$ cat src/rtl/exc_entry_pkg.sv
package exc_entry_pkg;

    localparam int XLEN = 32;

    localparam logic [XLEN-1:0] VEC_MCHK  = 32'h0000_0200;
    localparam logic [XLEN-1:0] VEC_DSTOR = 32'h0000_0300;
    localparam logic [XLEN-1:0] VEC_ISTOR = 32'h0000_0400;
    localparam logic [XLEN-1:0] VEC_EXT   = 32'h0000_0500;
    localparam logic [XLEN-1:0] VEC_PROG  = 32'h0000_0700;
    localparam logic [XLEN-1:0] VEC_NOFPU = 32'h0000_0800;
    localparam logic [XLEN-1:0] VEC_DECR  = 32'h0000_0900;
    localparam logic [XLEN-1:0] VEC_SCALL = 32'h0000_0C00;
    localparam logic [XLEN-1:0] VEC_TRACE = 32'h0000_0D00;
    localparam logic [XLEN-1:0] VEC_FPAST = 32'h0000_0E00;
    localparam logic [XLEN-1:0] VEC_NOVEC = 32'h0000_0F20;

    // How each recognised type shapes the saved state
    typedef enum logic [2:0] {
        CLS_NONE,
        CLS_PLAIN,
        CLS_SCALL,
        CLS_PROG,
        CLS_ISTOR,
        CLS_DSTOR,
        CLS_NOVEC,
        CLS_MCHK
    } exc_cls_e;

    typedef struct packed {
        logic [XLEN-1:0] srr0;
        logic [XLEN-1:0] srr1;
        logic [XLEN-1:0] dar;
        logic [XLEN-1:0] dsisr;
        logic [XLEN-1:0] redir_pc;
        logic            redir_vld;
        logic            tlb_inv;
        logic            msr_clr;
        logic            pc0_warn;
        logic            me_err;
    } exc_state_t;

endpackage

$ cat src/rtl/exc_type_decode.sv
module exc_type_decode
    import exc_entry_pkg::*;
(
    input  logic [XLEN-1:0] type_code,
    output exc_cls_e        cls,
    output logic            known
);

    always_comb begin
        case (type_code)
            VEC_MCHK:  cls = CLS_MCHK;
            VEC_DSTOR: cls = CLS_DSTOR;
            VEC_ISTOR: cls = CLS_ISTOR;
            VEC_PROG:  cls = CLS_PROG;
            VEC_SCALL: cls = CLS_SCALL;
            VEC_NOVEC: cls = CLS_NOVEC;
            VEC_EXT,
            VEC_NOFPU,
            VEC_DECR,
            VEC_TRACE,
            VEC_FPAST: cls = CLS_PLAIN;
            default:   cls = CLS_NONE;
        endcase
        known = (cls != CLS_NONE);
    end

endmodule

$ cat src/rtl/exc_state_compose.sv
module exc_state_compose
    import exc_entry_pkg::*;
#(
    parameter logic [XLEN-1:0] MASK_STD      = 32'h87C0_FFFF,
    parameter logic [XLEN-1:0] MASK_VEC      = 32'h0000_FF73,
    parameter int              RI_BIT        = 1,
    parameter int              ME_BIT        = 12,
    parameter int              PROG_NEXT_BIT = 16
) (
    input  exc_cls_e        cls,
    input  logic [XLEN-1:0] flags,
    input  logic [XLEN-1:0] cur_pc,
    input  logic [XLEN-1:0] next_pc,
    input  logic [XLEN-1:0] msr,
    output logic [XLEN-1:0] ret_addr,
    output logic [XLEN-1:0] saved_msr,
    output logic            load_fault,
    output logic            pc0_hit,
    output logic            me_off
);

    localparam logic [XLEN-1:0] RI_ONE = XLEN'(1) << RI_BIT;

    logic [XLEN-1:0] masked_std;
    logic            use_next;

    assign masked_std = msr & MASK_STD;

    always_comb begin
        use_next = 1'b0;
        case (cls)
            CLS_SCALL: use_next = 1'b1;
            CLS_PROG:  use_next = flags[PROG_NEXT_BIT];
            default:   use_next = 1'b0;
        endcase
        ret_addr = use_next ? next_pc : cur_pc;
    end

    always_comb begin
        case (cls)
            CLS_PROG,
            CLS_ISTOR: saved_msr = masked_std | flags;
            CLS_NOVEC: saved_msr = msr & MASK_VEC;
            CLS_MCHK:  saved_msr = masked_std | RI_ONE;
            default:   saved_msr = masked_std;
        endcase
    end

    assign load_fault = (cls == CLS_DSTOR);
    assign pc0_hit    = (cls == CLS_ISTOR) && (cur_pc == '0);
    assign me_off     = (cls == CLS_MCHK) && !msr[ME_BIT];

endmodule

$ cat src/rtl/exc_save_regs.sv
module exc_save_regs
    import exc_entry_pkg::*;
(
    input  logic            clk,
    input  logic            rst_n,
    input  logic            take,
    input  logic [XLEN-1:0] vec,
    input  logic [XLEN-1:0] ret_addr,
    input  logic [XLEN-1:0] saved_msr,
    input  logic            load_fault,
    input  logic [XLEN-1:0] fault_addr,
    input  logic [XLEN-1:0] fault_stat,
    input  logic            pc0_hit,
    input  logic            me_off,
    output exc_state_t      state
);

    exc_state_t st_d, st_q;

    always_comb begin
        st_d           = st_q;
        st_d.redir_vld = 1'b0;
        st_d.tlb_inv   = 1'b0;
        st_d.msr_clr   = 1'b0;
        st_d.pc0_warn  = 1'b0;
        st_d.me_err    = 1'b0;
        if (take) begin
            st_d.srr0      = ret_addr;
            st_d.srr1      = saved_msr;
            st_d.redir_pc  = vec;
            st_d.redir_vld = 1'b1;
            st_d.tlb_inv   = 1'b1;
            st_d.msr_clr   = 1'b1;
            st_d.pc0_warn  = pc0_hit;
            st_d.me_err    = me_off;
            if (load_fault) begin
                st_d.dar   = fault_addr;
                st_d.dsisr = fault_stat;
            end
        end
    end

    always_ff @(posedge clk) begin
        if (!rst_n) st_q <= '0;
        else        st_q <= st_d;
    end

    assign state = st_q;

endmodule

$ cat src/rtl/exc_entry_unit.sv
module exc_entry_unit
    import exc_entry_pkg::*;
#(
    parameter logic [XLEN-1:0] MASK_STD      = 32'h87C0_FFFF,
    parameter logic [XLEN-1:0] MASK_VEC      = 32'h0000_FF73,
    parameter int              RI_BIT        = 1,
    parameter int              ME_BIT        = 12,
    parameter int              PROG_NEXT_BIT = 16
) (
    input  logic            clk,
    input  logic            rst_n,
    input  logic            req_valid,
    input  logic [XLEN-1:0] req_type,
    input  logic [XLEN-1:0] req_flags,
    input  logic [XLEN-1:0] req_arg,
    input  logic [XLEN-1:0] cur_pc,
    input  logic [XLEN-1:0] next_pc,
    input  logic [XLEN-1:0] msr,
    output logic            req_accept,
    output logic            req_reject,
    output logic [XLEN-1:0] srr0,
    output logic [XLEN-1:0] srr1,
    output logic [XLEN-1:0] dar,
    output logic [XLEN-1:0] dsisr,
    output logic            redirect_valid,
    output logic [XLEN-1:0] redirect_pc,
    output logic            tlb_inv,
    output logic            msr_clr,
    output logic            isi_pc0_warn,
    output logic            mchk_me_err
);

    exc_cls_e        cls;
    logic            known;
    logic [XLEN-1:0] ret_addr;
    logic [XLEN-1:0] saved_msr;
    logic            load_fault;
    logic            pc0_hit;
    logic            me_off;
    exc_state_t      state;

    exc_type_decode u_dec (
        .type_code (req_type),
        .cls       (cls),
        .known     (known)
    );

    exc_state_compose #(
        .MASK_STD      (MASK_STD),
        .MASK_VEC      (MASK_VEC),
        .RI_BIT        (RI_BIT),
        .ME_BIT        (ME_BIT),
        .PROG_NEXT_BIT (PROG_NEXT_BIT)
    ) u_comp (
        .cls        (cls),
        .flags      (req_flags),
        .cur_pc     (cur_pc),
        .next_pc    (next_pc),
        .msr        (msr),
        .ret_addr   (ret_addr),
        .saved_msr  (saved_msr),
        .load_fault (load_fault),
        .pc0_hit    (pc0_hit),
        .me_off     (me_off)
    );

    assign req_accept = req_valid && known;
    assign req_reject = req_valid && !known;

    exc_save_regs u_regs (
        .clk        (clk),
        .rst_n      (rst_n),
        .take       (req_accept),
        .vec        (req_type),
        .ret_addr   (ret_addr),
        .saved_msr  (saved_msr),
        .load_fault (load_fault),
        .fault_addr (req_arg),
        .fault_stat (req_flags),
        .pc0_hit    (pc0_hit),
        .me_off     (me_off),
        .state      (state)
    );

    assign srr0           = state.srr0;
    assign srr1           = state.srr1;
    assign dar            = state.dar;
    assign dsisr          = state.dsisr;
    assign redirect_valid = state.redir_vld;
    assign redirect_pc    = state.redir_pc;
    assign tlb_inv        = state.tlb_inv;
    assign msr_clr        = state.msr_clr;
    assign isi_pc0_warn   = state.pc0_warn;
    assign mchk_me_err    = state.me_err;

endmodule

$ cat config.mk
export PLATFORM = sky130hd
export DESIGN_NAME = exc_entry_unit
export DESIGN_NICKNAME = d
export VERILOG_FILES = /design/src/rtl/exc_entry_pkg.sv /design/src/rtl/exc_type_decode.sv /design/src/rtl/exc_state_compose.sv /design/src/rtl/exc_save_regs.sv /design/src/rtl/exc_entry_unit.sv
export SDC_FILE = /design/constraint.sdc
export NUM_CORES = 1
export LEC_CHECK = 0
export BUFFER_PORTS_ARGS = -buffer_cell sky130_fd_sc_hd__buf_2
export CORE_AREA = 4 4 140 142
export DETAILED_ROUTE_END_ITERATION = 12
export DIE_AREA = 0 0 144 146
export GPL_TIMING_DRIVEN = 0
export PLACE_DENSITY = 0.63
export SKIP_LAST_GASP = 1
export SYNTH_ARGS = -nofsm -noshare
export SYNTH_HDL_FRONTEND = slang
export SYNTH_SLANG_ARGS = --single-unit
$ cat constraint.sdc
create_clock -name clk -period 5.6 [get_ports clk]
set_input_delay 1.12 -clock clk [delete_from_list [all_inputs] [get_ports clk]]
set_output_delay 1.12 -clock clk [all_outputs]
set_load 0.05 [all_outputs]
==> impl_results.md, run 1 <==
* All-Layer GR Usage at 0.218
* Post-CTS sizing at 0
* FFs w/ async S/R, synth at 0
* CP Data Required Time at 4.48 ns
* Nets@finish at 1253
* Vias in the first global route at 6436
* Largest net degree at the start of global routing at 17
* Htree depth at 4
* Chip height at 146 µm
* DP HPWL at 18800 µm
* Pins over their slew limit at 0
* Synth top area share at 0.513
* Die width at 144 µm
* Register bit count reported by yosys at 163
* Share of cells above drive strength 1 at 0.401
* Sequential share of the synthesized area at 0.513
* Switching Share at 0.238
* Setup bufs post-CTS at 0
* Placeable Area at 0.0185 mm²
* Final ANT Viol Nets at 0
* Max-cap violations at 0
* # port buffers at 348
* WS Path Type: in -> out
* Part of the power in registers at 0.477
* Syn Nets at 886
* First-pass GRT wire length at 35300 µm
* Post-synth cell types at 45
* VDD IR max at 0.195 mV
* Initial antenna violation count at 2
* Final setup vio count at 0
* Worst-Margin Slew at 1.30 ns
* CTS buffer count at 17
* Die area at 0.0210 mm²
* Core Rows at 50
* Initial Utilization at 0.345
* Mapped Cells at 691
* RSZ-0062 raised after global routing: false
* Worst-skew pair later-pin latency at 0.42 ns
* Clk sink count at 163
* Total global routing overflow at 0
* Final hold vios at 0
* Clock share of power at 0.466
* Final min period at 4.32 ns
* Syn Area/Cell at 9.21 µm²
* Setup WS pre-CTS at 1.26 ns
* Fillers at 1853
* Area occupied by registers at 0.00326 mm²
* Worst Hold Class: reg -> reg
* WL final at 23900 µm
* Synthesized area at 0.00636 mm²
* Startpoint Class: primary input
* Via density at 5.01
* Top-level port count at 362
* Yosys warnings at 0
* Clk buf depth at 2
* Critical path peak fanout at 10
* Area leader, netlist: dfxtp_1
* Clock Root Buffer: clkbuf_16
* # DRC at 0
* Clock skew at 0 ns
* Largest register FFs at 163
* PD cells at 271 mW/mm²
* Routed WL per cell at 18.3 µm
* Cts hold-fix bufs at 0
* Setup ws final at 1.28 ns
* Number of synthesized flops with an enable pin at 0
* Worst rel slew slack at 0.122
* Comb pwr share at 0.057
* Area delta synth->final at 40.9%
* Multi-input logic area at 0.00280 mm²
* Sum Neg Setup Slack at 0 ns
* Clock slew at reported path FFs at 0.06 ns
* Worst setup EP type: output port
* Fmax at 0.231 GHz
* Sw Pwr at 0.578 mW
* Status: finished, final reports clean
* Synth area leaders: dfxtp_1 51%, mux2i_1 11%, nor2_1 5.3%
* Highest-count cells in the layout ignoring fill and taps: 365 x buf_2, 163 x dfxtp_1, 90 x nor2_1, 67 x mux2i_1, 57 x nand2_1
* Vias at 6538
* Gpl congestion at 0.815
* Cell Int Power at 1.85 mW
* DR iter-0 viols at 293
* Part of the cycle the worst path needs at 0.772
* WP data arrival at 3.20 ns
* Initial DRT Pass Iterations at 4
* Most common cell after layout, fill and taps aside: buf_2
* Leakage power at 4.85 nW
* CTS tree: done
* Dominant synthesized flop cell: dfxtp_1
path summary, 6_finish.rpt:
path / startpoint / to / slack [ns] / cells past startpoint
worst max-delay path: req_type[5] / req_accept / 1.28 / 9
worst min-delay path: u_regs.state[16] / u_regs.state[16] / 0.45 / 2
worst max register to register: u_regs.state[136] / u_regs.state[136] / 4.92 / 2
worst min register to register: u_regs.state[16] / u_regs.state[16] / 0.45 / 2
logic make-up (layout without fill, tap and decap cells):
logic type      after synthesis  in the layout  share of synthesized area
other cells                   0              1                          0
compound gates              157            157                      0.155
buf+inv                      65            444                     0.0474
mux                          68             68                      0.107
simple gates                238            238                      0.178
flops                       163            163                      0.513
synthesized netlist by cell type, drive strengths merged (6+ instances only):
library cell and instances:
mux2i 67, nand3 12, dfxtp 163, nor2 91
a21oi 51, nor4 16, clkbuf 37, and3 28
o21ai 45, a31oi 31, buf 24, nand2 57
nand4 6, nor3 12, a211oi 21
cell type report:
cell class,count,share of cell area
diodes,1,0.000279
clock inverters,12,0.0137
flip-flops and latches,163,0.364
plain buffers,61,0.0320
well taps,234,0.0326
multi-input cells,463,0.312
inverters,4,0.00167
repair buffers,348,0.194
clock buffers,19,0.0494
critical path, cell delays in order:
cell and delay, ns:
buf_2 0.18, nor2_2 0.28, a21oi_1 0.12, o22a_1 0.25, or4_1 0.53, clkbuf_1 0.19, buf_6 0.20, inv_2 0.06
buf_2 0.26
metal layers:
layer  global-route usage  wire [µm]  up-vias
met1                0.253       9440     2992
met3               0.0670       2200       36
li1                     -          -     3181
met4               0.0725        506        2
met2                0.377      11700      327
met5                    0         13        -
per-stage QoR:
stage          instance area, µm²  std cells  utilization  total power, mW  hold slack [ns]
6_report                     8970       1305        0.486             2.43            0.451
5_1_grt                      8970       1305        0.486             2.52            0.477
3_5_place_dp                 8400       1273        0.455             1.32            0.445
3_3_place_gp                 8400       1273        0.455             1.32            0.436
2_1_floorplan                6360        691            -             1.23            0.670
4_1_cts                      8960       1304        0.486             2.46            0.452
power groups by stage:
stage,combinational [mW],sequential [mW],clock (mW)
after global routing,0.150,1.16,1.21
after floorplan,0.0430,1.19,0
final,0.137,1.16,1.13
after CTS,0.138,1.16,1.16
after global placement,0.137,1.19,0
after detailed placement,0.137,1.19,0
No activity file was read; power rests on OpenSTA's default activity.
==> inputs of run 2 (changes only) <==
- CORE_AREA: 4 4 140 142 -> 4 4 137 139
- DIE_AREA: 0 0 144 146 -> 0 0 141 143
- PLACE_DENSITY: 0.63 -> 0.66
- clock period: 5.6 -> 4.3 ns (I/O delays scaled with it)
==> impl_results.md, run 2 (same netlist as run 1, synthesis figures left out) <==
* Via density at 4.97 (-0.78%)
* Critical path peak fanout at 10 (unchanged)
* DR iter-0 viols at 253 (-14%)
* Clock skew at 0 ns (unchanged)
* Nets@finish at 1253 (unchanged)
* Placed Area at 0.00839 mm² (about the same)
* Cts hold-fix bufs at 0 (unchanged)
* Routed WL per cell at 18.1 µm (-1.2%)
* Top-level port count at 362 (unchanged)
* Clock slew at reported path FFs at 0.07 ns (about the same)
* # port buffers at 348 (unchanged)
* WS Path Type: in -> out
* Placeable Area at 0.0177 mm² (-4.3%)
* Leakage power at 4.88 nW (+0.68%)
* Part of the cycle the worst path needs at 0.878
* Fmax at 0.265 GHz
* Pins over their slew limit at 0 (unchanged)
* Setup ws final at 0.526 ns (-0.752 ns)
* Initial DRT Pass Iterations at 4 (unchanged)
* Most common cell on crit path: buf_2
* WL final at 23500 µm (-1.6%)
* Largest stage delay on the critical path at 0.53 ns (about the same)
* All-Layer GR Usage at 0.224 (+0.00628)
* Critical-path top delay cell: or4_1
* Total global routing overflow at 0 (unchanged)
* Clk buf depth at 2 (unchanged)
* CTS tree: done
* CTS buffer count at 17 (unchanged)
* VDD IR max at 0.249 mV (+28%)
* Worst-skew pair later-pin latency at 0.41 ns (about the same)
* RSZ-0062 raised after global routing: false
* Share of cells above drive strength 1 at 0.402 (+0.00149)
* Die width at 141 µm (-2.1%)
* Clk sink count at 163 (unchanged)
* Chip height at 143 µm (-2.1%)
* Max-cap violations at 0 (unchanged)
* Final ANT Viol Nets at 0 (unchanged)
* CP cell instances: buf_2, nor2_2, a21oi_1, o22a_1, or4_1, clkbuf_1, buf_6, inv_2, buf_2
* Setup bufs post-CTS at 0 (unchanged)
* Worst setup EP type: output port
* PD cells at 362 mW/mm² (+34%)
* Vias at 6462 (-1.2%)
* Setup WS pre-CTS at 0.495 ns (-0.768 ns)
* Worst rel slew slack at 0.216 (+0.0937)
* Initial Utilization at 0.360 (+0.0156)
* Htree depth at 4 (unchanged)
* Area delta synth->final at 41.4%
* Most common cell after layout, fill and taps aside: buf_2
* Gpl congestion at 0.832 (+2.1%)
* Sum Neg Setup Slack at 0 ns (unchanged)
* Post-CTS sizing at 0 (unchanged)
* Worst Hold Class: reg -> reg
* DP HPWL at 18500 µm (-2.0%)
* Highest-count cells in the layout ignoring fill and taps: 365 x buf_2, 163 x dfxtp_1, 90 x nor2_1, 67 x mux2i_1, 57 x nand2_1
* Core Rows at 49 (-2.0%)
* First-pass GRT wire length at 35100 µm (-0.53%)
* Total power at 3.26 mW (+34%)
* # DRC at 0 (unchanged)
* Worst Setup SP: req_type[5]
* Design area at 0.00900 mm² (+0.35%)
* Startpoint Class: primary input
* Vias in the first global route at 6390 (-0.71%)
* Clock Root Buffer: clkbuf_16
* Fillers at 1725 (-6.9%)
* CP Data Required Time at 3.44 ns (-1.04 ns)
* Hold WS at 0.451 ns (+0.000262 ns)
* Initial antenna violation count at 1 (-1)
* Largest register FFs at 163 (unchanged)
* Final hold vios at 0 (unchanged)
* Final min period at 3.77 ns
* Die area at 0.0202 mm² (-4.1%)
* Reg-to-Reg Start: u_regs.state[156]
* WP data arrival at 2.91 ns (-0.29 ns)
* Final setup vio count at 0 (unchanged)
* Hold Crit Start: u_regs.state[120]
* Status: finished, final reports clean
* Worst-Margin Slew at 1.16 ns (-0.135 ns)
* Antenna fix cells at 0 (-1)
* Largest net degree at the start of global routing at 17 (unchanged)
==> run 2: changes by cell type in the layout (fill, tap and decap cells not counted), sizes merged <==
cell and delta:
bufinv +1, clkinvlp -3, diode -1, clkbuf -1, inv +3, clkinv +1
==> run 2: routing by layer <==
| layer | up-vias | share of wire | track usage |
|---|---|---|---|
| met5 | - | 0.00034 | 0 |
| met4 | 2 | 0.012 | 0.0479 |
| met3 | 20 | 0.074 | 0.0673 |
| met2 | 275 | 0.51 | 0.406 |
| met1 | 2984 | 0.41 | 0.263 |
| li1 | 3181 | - | - |
==> run 2: worst paths after layout <==
path                       endpoint  slack, ns  cells past startpoint
hold reg to reg   u_regs.state[120]       0.45                      2
setup reg to reg  u_regs.state[156]       3.62                      2
hold / removal    u_regs.state[120]       0.45                      2
setup / recovery         req_accept       0.53                      9
==> run 2: layout make-up <==
type | count | area (µm²) | area share
plain buffers | 61 | 287 | 0.0318
clock buffers | 18 | 439 | 0.0488
clock inverters | 14 | 166 | 0.0185
inverters | 4 | 15.0 | 0.00167
multi-input cells | 463 | 2800 | 0.311
flip-flops and latches | 163 | 3260 | 0.363
well taps | 229 | 287 | 0.0318
repair buffers | 348 | 1740 | 0.194
==> run 2: metrics by stage <==
| stage | utilization | std cells |
|---|---|---|
| final | 0.510 | 1300 |
| after CTS | 0.510 | 1300 |
| after floorplan | - | 691 |
| after global routing | 0.510 | 1300 |
| after global placement | 0.475 | 1268 |
| after detailed placement | 0.475 | 1268 |
==> run 2: worst max-delay path, delay by kind of cell <==
| family | cells | cell delay, ns |
|---|---|---|
| AOI/OAI and AO/OA | 2 | 0.37 |
| and+or+nand+nor | 2 | 0.78 |
| buffers and inverters | 5 | 0.90 |
==> run 2: power breakdown <==
part           switching (mW)  internal (mW)
clock                   0.679          0.892
combinational          0.0947         0.0816
sequential     0.000000000867           1.51
total                   0.774           2.48
==> inputs of run 3 (changes only) <==
- CORE_AREA: 4 4 137 139 -> not set
- CORE_MARGIN: not set -> 10
- CORE_UTILIZATION: not set -> 44
- DIE_AREA: 0 0 141 143 -> not set
- PLACE_DENSITY: 0.66 -> 0.78
==> impl_results.md, run 3 (same netlist as run 1, synthesis figures left out) <==
* Part of the power in registers at 0.469 (+0.006)
* Comb pwr share at 0.055 (about the same)
* Placeable Area at 0.0140 mm² (-20%)
* Worst setup EP type: output port
* Via density at 5.33 (+7.1%)
* Clock skew at 0 ns (unchanged)
* First-pass GRT wire length at 38100 µm (+8.4%)
* Clock slew at reported path FFs at 0.06 ns (about the same)
* Vias at 6663 (+3.1%)
* WP data arrival at 2.95 ns (+0.04 ns)
* CTS buffer count at 17 (unchanged)
* Nets@finish at 1253 (unchanged)
* Worst Hold Class: reg -> reg
* CTS tree: done
* All-Layer GR Usage at 0.243 (+0.0192)
* Vias in the first global route at 6723 (+5.2%)
* Gpl congestion at 0.867 (+4.2%)
* Htree depth at 4 (unchanged)
* Clk sink count at 163 (unchanged)
* Worst-Margin Slew at 1.26 ns (+0.0989 ns)
* Sw Pwr at 0.755 mW (-2.4%)
* Antenna fix cells at 0 (unchanged)
* Cts hold-fix bufs at 0 (unchanged)
* Dpl cells at 1219 (-3.9%)
* Initial Utilization at 0.453 (+0.0928)
* Critical path peak fanout at 10 (unchanged)
* Clock Root Buffer: clkbuf_16
* PD cells at 360 mW/mm² (-0.41%)
* Largest register FFs at 163 (unchanged)
* Part of the cycle the worst path needs at 0.887 (+0.00899)
* Die area at 0.0197 mm² (-2.4%)
* # port buffers at 348 (unchanged)
* Sum Neg Setup Slack at 0 ns (unchanged)
* Total global routing overflow at 0 (unchanged)
* Highest-count cells in the layout ignoring fill and taps: 365 x buf_2, 163 x dfxtp_1, 90 x nor2_1, 67 x mux2i_1, 57 x nand2_1
* CP Data Required Time at 3.44 ns (about the same)
* Initial DRT Pass Iterations at 5 (+1)
* Cell Int Power at 2.46 mW (-0.81%)
* RSZ-0062 raised after global routing: false
* Share of cells above drive strength 1 at 0.402 (unchanged)
* Leakage power at 4.88 nW (about the same)
* DR iter-0 viols at 370 (+46%)
* Routed WL per cell at 20.2 µm (+12%)
* Final hold vios at 0 (unchanged)
* Final ANT Viol Nets at 0 (unchanged)
* Clock share of power at 0.476 (-0.007)
* Final setup vio count at 0 (unchanged)
* Final min period at 3.81 ns (+0.0386 ns)
* DP HPWL at 20400 µm (+10%)
* Post-CTS sizing at 0 (unchanged)
* Final cell count without fillers at 1251 (-3.8%)
* Largest net degree at the start of global routing at 17 (unchanged)
* Worst rel slew slack at 0.149 (-0.0666)
* Initial antenna violation count at 1 (unchanged)
* Chip height at 140 µm (-1.9%)
* WL final at 25300 µm (+7.7%)
* Fmax at 0.262 GHz (-1.0%)
* Die width at 140 µm (-0.52%)
* Clk buf depth at 2 (unchanged)
* WS Path Type: in -> out
* Core Rows at 43 (-12%)
* Pins over their slew limit at 0 (unchanged)
* Status: finished, final reports clean
* Area delta synth->final at 40.3%
* Top-level port count at 362 (unchanged)
* # DRC at 0 (unchanged)
* VDD IR max at 0.265 mV (+6.5%)
* Setup bufs post-CTS at 0 (unchanged)
* Startpoint Class: primary input
* Worst-skew pair later-pin latency at 0.42 ns (about the same)
* Switching Share at 0.235 (-0.00295)
* Max-cap violations at 0 (unchanged)
* Most common cell after layout, fill and taps aside: buf_2
-- run 3: routing by layer --
metal / up-vias / wire, µm / GRT usage / part of all wire
li1: 3197 / - / - / -
met1: 3120 / 9290 / 0.257 / 0.37
met2: 322 / 13000 / 0.435 / 0.51
met3: 24 / 2600 / 0.0957 / 0.10
met4: 0 / 394 / 0.0696 / 0.016
met5: - / 0 / 0 / 0
-- run 3: area by class of cell --
| class | count | area, µm² |
|---|---|---|
| plain buffers | 61 | 287 |
| flip-flops and latches | 163 | 3260 |
| well taps | 180 | 225 |
| clock inverters | 15 | 170 |
| repair buffers | 348 | 1740 |
| multi-input cells | 463 | 2800 |
| fillers | 1251 | 5110 |
| clock buffers | 17 | 425 |
| inverters | 4 | 15.0 |
-- run 3: stage by stage --
stage | util | worst slack, ns | hold slack [ns] | total power, mW | instance area [µm²]
floorplan | - | 0.929 | 0.670 | 1.60 | 6360
global route | 0.636 | 0.394 | 0.458 | 3.32 | 8930
global placement | 0.593 | 0.554 | 0.436 | 1.71 | 8330
CTS | 0.636 | 0.515 | 0.453 | 3.24 | 8930
detailed placement | 0.593 | 0.520 | 0.444 | 1.72 | 8330
finish | 0.636 | 0.487 | 0.451 | 3.22 | 8930
-- run 3: power groups by stage --
stage               Combinational (mW)  Sequential [mW]  Clock (mW)
finish                           0.176             1.51        1.53
global route                     0.191             1.51        1.62
CTS                              0.175             1.51        1.56
detailed placement               0.174             1.54           0
global placement                 0.172             1.54           0
floorplan                       0.0560             1.54           0
-- run 3: worst paths after layout --
path	depth (start not counted)	startpoint	end	slack (ns)
max	9	req_type[5]	req_accept	0.49
min	2	u_regs.state[122]	u_regs.state[122]	0.45
max reg2reg	2	u_regs.state[157]	u_regs.state[157]	3.55
min reg2reg	2	u_regs.state[122]	u_regs.state[122]	0.45
-- run 3: critical path, cell delays in order --
cell and delay [ns]:
buf_2 0.17, nor2_2 0.26, a21oi_1 0.11, o22a_1 0.27, or4_1 0.53, clkbuf_1 0.21, buf_6 0.21, inv_2 0.06
buf_2 0.26
